<file path="src/rtl/coin_vend_pkg.sv">
package coin_vend_pkg;
    localparam int CREDIT_W = 2;

    typedef enum logic [CREDIT_W-1:0] {
        CR_ZERO = 2'b00,
        CR_FIVE = 2'b01,
        CR_TEN  = 2'b10,
        CR_BAD  = 2'b11
    } credit_t;

    typedef enum logic [1:0] {
        COIN_NONE = 2'd0,
        COIN_FIVE = 2'd1,
        COIN_TEN  = 2'd2
    } coin_t;
endpackage

</file>
<file path="src/rtl/coin_classify.sv">
module coin_classify
    import coin_vend_pkg::*;
(
    input  logic  coin_5,
    input  logic  coin_10,
    output coin_t ev
);
    // Both pulses at once are rejected as no coin.
    always_comb begin
        unique case ({coin_10, coin_5})
            2'b01:   ev = COIN_FIVE;
            2'b10:   ev = COIN_TEN;
            default: ev = COIN_NONE;
        endcase
    end
endmodule

</file>
<file path="src/rtl/credit_step.sv">
module credit_step
    import coin_vend_pkg::*;
(
    input  credit_t cur,
    input  coin_t   ev,
    output credit_t nxt,
    output logic    vend,
    output logic    change
);
    always_comb begin
        nxt    = cur;
        vend   = 1'b0;
        change = 1'b0;
        unique case (cur)
            CR_ZERO: begin
                if (ev == COIN_FIVE)     nxt = CR_FIVE;
                else if (ev == COIN_TEN) nxt = CR_TEN;
            end
            CR_FIVE: begin
                if (ev == COIN_FIVE) nxt = CR_TEN;
                else if (ev == COIN_TEN) begin
                    nxt  = CR_ZERO;
                    vend = 1'b1;
                end
            end
            CR_TEN: begin
                if (ev == COIN_FIVE) begin
                    nxt  = CR_ZERO;
                    vend = 1'b1;
                end else if (ev == COIN_TEN) begin
                    nxt    = CR_ZERO;
                    vend   = 1'b1;
                    change = 1'b1;
                end
            end
            default: nxt = CR_ZERO;
        endcase
    end
endmodule

</file>
<file path="src/rtl/credit_reg.sv">
module credit_reg
    import coin_vend_pkg::*;
(
    input  logic    clk,
    input  logic    rst,
    input  credit_t nxt,
    output credit_t cur
);
    always_ff @(posedge clk) begin
        if (rst) cur <= CR_ZERO;
        else     cur <= nxt;
    end
endmodule

</file>
<file path="src/rtl/coin_vend_ctrl.sv">
module coin_vend_ctrl
    import coin_vend_pkg::*;
(
    input  logic clk,
    input  logic rst,
    input  logic coin_5,
    input  logic coin_10,
    output logic vend,
    output logic change
);
    coin_t   ev;
    credit_t cur_state;
    credit_t nxt_state;
    logic    vend_raw;
    logic    change_raw;

    coin_classify u_classify (
        .coin_5 (coin_5),
        .coin_10(coin_10),
        .ev     (ev)
    );

    credit_step u_step (
        .cur   (cur_state),
        .ev    (ev),
        .nxt   (nxt_state),
        .vend  (vend_raw),
        .change(change_raw)
    );

    credit_reg u_reg (
        .clk(clk),
        .rst(rst),
        .nxt(nxt_state),
        .cur(cur_state)
    );

    // No sale can be signalled while the machine is held in reset.
    always_comb begin
        vend   = vend_raw & ~rst;
        change = change_raw & ~rst;
    end
endmodule

</file>
<file path="config.mk">
export PLATFORM = sky130hd
export DESIGN_NAME = coin_vend_ctrl
export DESIGN_NICKNAME = d
export VERILOG_FILES = /design/src/rtl/coin_vend_pkg.sv /design/src/rtl/coin_classify.sv /design/src/rtl/credit_step.sv /design/src/rtl/credit_reg.sv /design/src/rtl/coin_vend_ctrl.sv
export SDC_FILE = /design/constraint.sdc
export NUM_CORES = 1
export LEC_CHECK = 0
export CORE_AREA = 2 2 39 41
export CTS_CLUSTER_SIZE = 25
export DETAILED_ROUTE_END_ITERATION = 10
export DIE_AREA = 0 0 41 43
export PLACE_DENSITY_LB_ADDON = 0.2
export SYNTH_ARGS = -nofsm -noshare
export SYNTH_HDL_FRONTEND = slang
export SYNTH_SLANG_ARGS = --single-unit
</file>
<file path="constraint.sdc">
create_clock -name clk -period 1.64 [get_ports clk]
set_input_delay 0.328 -clock clk [delete_from_list [all_inputs] [get_ports clk]]
set_output_delay 0.328 -clock clk [all_outputs]
set_load 0.05 [all_outputs]
</file>
### Word level (Yosys, flattened, before mapping)

Index checks and enable logic that the tools add are counted.

| storage, ports and cells | value |
|---|---|
| flip-flop bits (word level) | 2 |
| input port bits | 4 |
| logic and storage cells | 24 |
| output and inout port bits | 2 |

| operators by class | value |
|---|---|
| multiplexer cells | 12 |
| reduce and logical (&&, ||, !) cells | 1 |
| bitwise operators | 3 |
| eq/ne operators | 7 |

Operator list:

| operator | count |
|---|---|
| 2-to-1 mux 2 bit | 5 |
| equality test 2 x 1 -> 1 bit (second input constant) | 3 |
| equality test 2 bit (second input constant) | 3 |
| case mux 2 bit (3 select lines) | 1 |
| 2-to-1 mux 1 bit | 4 |
| case mux 2 bit (2 select lines) | 1 |
| != test 3 x 1 -> 1 bit (second input constant) | 1 |
| bitwise AND 1 bit | 2 |
| logical NOT 2 bit | 1 |
| case mux 1 bit (2 select lines) | 1 |
| inverter 1 bit | 1 |

### Logic depth before layout (Yosys ltp)

Gate-level depths: netlist of run 1.

| depth | value |
|---|---|
| depth after elaboration | 7 |
| gate-level depth with buffers | 5 |
| mapped depth without buffers | 5 |

### By module

Synthesis of run 1 repeated with hierarchy kept, for this count alone.

| second synthesis, totals | value |
|---|---|
| cell total of the unflattened synthesis | 33 |
| area, all modules | 280.3 µm² |

Modules (own cells, without submodules):

| module | sequential area each (µm²) | cells each | area an instance (µm²) | times used |
|---|---|---|---|---|
| credit_step | 0.0 | 25 | 200.2 | 1 |
| credit_reg | 40.0 | 4 | 52.6 | 1 |
| coin_classify | 0.0 | 2 | 15.0 | 1 |
| coin_vend_ctrl | 0.0 | 2 | 12.5 | 1 |

### Least setup slack after synthesis of run 1

No wires, ideal clock.

| timing | value |
|---|---|
| kind | input to output |
| start point | input port coin_5 |
| end point | output port vend |
| path buffers | 0 |
| data required time | 1.312 ns |
| stages on the path | 5 |
| setup slack | -0.587 ns |
| arrival time | 1.899 ns |
| path through | inv_1 ha_1 inv_1 a22oi_1 nor3b_1 |

| on the way | value |
|---|---|
| word-level cells in the longest chain between the ends | 7 |
| elaborated cells on any way between the ends | 10 |
| those cells by class | eq/ne: 4; mux: 5; bitwise: 1 |

Ends and longest elaborated chain:

| item | RTL line | text |
|---|---|---|
| start: declaration | coin_vend_ctrl.sv:6 | `input logic coin_5,` |
| equality test 2 bit / equality test 2 x 1 -> 1 bit (equally long branches) | coin_classify.sv:10 | `unique case ({coin_10, coin_5})` |
| case mux 2 bit (2 select lines) * | coin_classify.sv:10 |  |
| equality test 2 bit | credit_step.sv:21, credit_step.sv:30 |  |
| 2-to-1 mux 1 bit | credit_step.sv:21, credit_step.sv:30 |  |
| 2-to-1 mux 1 bit, on equally long branches | credit_step.sv:27, credit_step.sv:20 |  |
| case mux 1 bit (2 select lines) * | credit_step.sv:14 | `unique case (cur)` |
| bitwise AND 1 bit * | coin_vend_ctrl.sv:40 | `vend = vend_raw & ~rst;` |
| end: declaration | coin_vend_ctrl.sv:8 | `output logic vend,` |

Mark *: on every way between the ends. The rest lies on a longest branch, timed or not.

### Final worst setup path of run 1

| timing | value |
|---|---|
| start point | register u_reg.cur[0] |
| end point | output port vend |

| on the way | value |
|---|---|
| word-level cells in the longest chain between the ends | 3 |
| elaborated cells on any way between the ends | 4 |
| those cells by class | eq/ne: 2; mux: 1; bitwise: 1 |

Ends and longest elaborated chain:

| item | RTL line | text |
|---|---|---|
| start: declaration | credit_reg.sv:7 | `output credit_t cur` |
| start signal: assignment | credit_reg.sv:11 | `else cur <= nxt;` |
| equality test 2 bit / equality test 2 x 1 -> 1 bit (equally long branches) | credit_step.sv:14 |  |
| case mux 1 bit (2 select lines) * | credit_step.sv:14 |  |
| bitwise AND 1 bit * | coin_vend_ctrl.sv:40 |  |

Marks and branches as above.

==> impl_metrics.csv, run 1 <==
group,metric,value,unit
logic_synthesis,synth_top_area_share,35.24,%
grt,grt_overflow,0,
critical_path,critPathMaxFanout,3,
clock_network,cts_max_level,1,
critical_path,cp_slowest_cell,"dfxtp_4",
pwr,p_comb_share,54.1,%
route,drt_iter0_drc,3,
critical_path,crit_chain,"inv_4 > ha_4 > nor3b_4 > buf_12",
logic_synthesis,synth-edff-count,0,
run_status,status,"complete, no violations",
flow_run,cap_violations,0,
placed_design,place_inst,59,
floorplan,dieArea,0.001763,mm2
grt,grt_use_total,10.59,%
route,vias,283,
critical_path,critical_path.max_stage_delay,0.37,ns
timing,finalSetupViolCount,0,
route,via_per_inst,4.354,
logic_synthesis,muxShareOfSynthArea,0,%
route,first_pass_iters,2,
logic_synthesis,synth_xor_area_share,0,%
cells_and_area,num-nets-final,63,
floorplan,design.core.area,0.001384,mm2
floorplan,row_count,14,
hold_path,hold_class,"in2reg",
timing,hold_viol,0,
placed_design,dpl-instance-area,422.9,um2
logic_synthesis,synth_compound_area_share,22.03,%
placed_design,gp_congestion,0.6957,
critical_path,crit_path_end_kind,"primary output",
timing,fin_tns_setup,0,ns
route,ant_nets,0,
cells_and_area,reg_top3,"u_reg.cur x2",
cells_and_area,stdcell_count,65,
logic_synthesis,synth_area_leaders,"ha_1 (35%), dfxtp_1 (14%), inv_1 (9.3%)",
clock_network,cts_tree,"built",
timing,skew,0.003708,ns
logic_synthesis,synth_cells,33,
cells_and_area,insertedDiodeCount,0,
floorplan,die_x,41,um
cells_and_area,final_cell_area,513.0,um2
logic_synthesis,ys_seq_area_share,14.10,%
clock_network,hold_buffers,0,
pwr,max-vdd-ir-drop,0.1864,mV
clock_network,path_clk_slew,0.04,ns
logic_synthesis,ys_warn_count,0,
floorplan,fp.dieH,43,um
critical_path,arrival,1.30,ns
grt,grt_antenna_before_repair,0,
logic_synthesis,synth_fa_ha_area_share,35.24,%
pwr,p_int,0.0002751,W
timing,worst_pin_slew,0.2447,ns
route,wl_per_cell,10.85,um
critical_path,cp_num_buf_inv,2,
grt,grt_pass1_vias,333,
timing,fin_crit,1.626,ns
route,routed_wl,705,um
cells_and_area,area_growth,80.62,%
critical_path,critical_path_class,"reg2out",
clock_network,clk_latency,0.23,ns
logic_synthesis,synth_top_family_by_area,"adder cells",
pwr,p_leak,0.2290,nW
clock_network,clock_sinks,2,
logic_synthesis,synthTopCellsByCount,"ha_1 (8), inv_1 (7), nor2_1 (3)",
cells_and_area,drive_above_1_share,55.10,%
logic_synthesis,synth.net_count,45,
logic_synthesis,yosys.cell_count.top_type,"ha_1",
timing,rsz0062_at_grt,"yes",
clock_network,clk_root_buffer_cell,"clkbuf_4",
cells_and_area,largest_register_ffs,2,
pwr,power_switching,0.0001563,W
pwr,p_sw_share,36.23,%
timing,max_freq,0.6149,GHz
critical_path,critPathLaunchType,"register",
clock_network,clock_path_buffers,2,
grt,grt_pass1_wl,1248,um
clock_network,cts_made_buffers,3,
logic_synthesis,ys_async_sr_fraction,0,%
timing,holdWs,0.7572,ns
timing,finalCritPeriodShare,99.16,%
logic_synthesis,ys_ff_latch,2,
timing,slew_viol_final,0,
logic_synthesis,synthFlopType,"dfxtp_1",
timing,slew-limit-headroom,83.65,%
logic_synthesis,synth_largest_area_cell,"ha_1",
critical_path,cp_data_required_time,1.31,ns
cells_and_area,top_register,"u_reg.cur",
placed_design,hpwl,492.3,um
placed_design,port_buffers,5,
pwr,p_seq_share,18.7,%
grt,grt_max_degree,6,
floorplan,start_util,20.52,%
route,drc,0,
cells_and_area,fin_util,37.07,%
pwr,p_clk_share,27.1,%
critical_path,crit_family,"flip-flops",
logic_synthesis,syn_area,284.0,um2
logic_synthesis,synth_area_per_cell,8.607,um2
pwr,powerDensity,841.1,mW/mm2
floorplan,top_level_ports,6,
logic_synthesis,synth-simple-area-share,19.38,%
logic_synthesis,yosysUniqueCellTypes,15,
-- power by group through the flow --
stage          Combinational [W]  Clock (W)  Sequential [W]
3_5_place_dp            0.000172          0       0.0000680
2_1_floorplan           0.000110          0       0.0000706
6_report                0.000234   0.000117       0.0000809
5_1_grt                 0.000256   0.000129       0.0000823
4_1_cts                 0.000229   0.000121       0.0000803
3_3_place_gp            0.000168          0       0.0000679
-- logic make-up after synthesis --
group	Yosys count
AND/OR/NAND/NOR	8
buffers and inverters	7
adder cells (fa/ha/maj)	8
AO/OA/AOI/OAI	8
flip-flops	2
-- final timing paths --
path	start	end	slack [ns]	cells after the start
hold reg to reg	u_reg.cur[1]	u_reg.cur[0]	0.77	4
setup reg to reg	u_reg.cur[0]	u_reg.cur[1]	0.36	6
setup / recovery	u_reg.cur[0]	vend	0.01	4
hold / removal	coin_10	u_reg.cur[0]	0.76	6
-- per-layer routing --
metal	global-route usage (%)	routed length, um	vias up
li1	-	-	147
met2	16.88	398	5
met1	10.44	269	129
met5	0	0	-
met3	1.047	24	2
met4	11.33	12	0
-- metrics by stage --
step | setup WS [ns] | power, W
2_1_floorplan | 0.04822 | 0.0001809
3_3_place_gp | -0.3569 | 0.0002361
3_5_place_dp | -0.3860 | 0.0002403
4_1_cts | -0.0002334 | 0.0004302
5_1_grt | -0.04124 | 0.0004673
6_report | 0.01383 | 0.0004315
-- worst register-to-register path: stages, from the launching register on --
cell and delay (ns):
dfxtp_4 0.37, inv_4 0.06, ha_4 0.16, buf_4 0.13, o21bai_1 0.15, a221oi_2 0.07
a32o_1 0.22
-- cell type report --
cell class,instances,area (um2)
Fill cell,136,870.8
Multi-Input combinational cell,24,271.5
Timing Repair Buffer,13,120.1
Sequential cell,2,47.55
Inverter,7,31.28
Clock buffer,3,22.52
Tap cell,16,20.02
-- placed cells by master (no fill, tap or decap) --
cell type        n
o21ai_0          1
ha_1             5
clkbuf_4         3
nor3b_1          1
a21oi_1          2
a22oi_2          1
inv_2            1
clkdlybuf4s50_1  1
inv_1            4
o21bai_1         1
o211ai_1         1
and3b_1          1
nor2_1           3
nor2b_1          1
buf_2            2
a221oi_2         1
inv_4            2
buf_12           2
nor3b_4          1
ha_4             3
nand2b_4         1
dfxtp_4          2
buf_4            8
a32o_1           1
-- timing repair --
action | in CTS | in global routing
gates cloned | 0 | 0
pin swaps | 3 | 1
resized for setup | 23 | 0
endpoints found under the setup margin | 2 | 1
buffers inserted | 3 | 0
No activity file was read; power rests on OpenSTA's default activity.
==> run 2: changes to the inputs <==
Settings changed: CAP_MARGIN set to 10.
==> results of run 2 <==
Same layout as run 1: the final DEF is identical, and so are final timing and power.
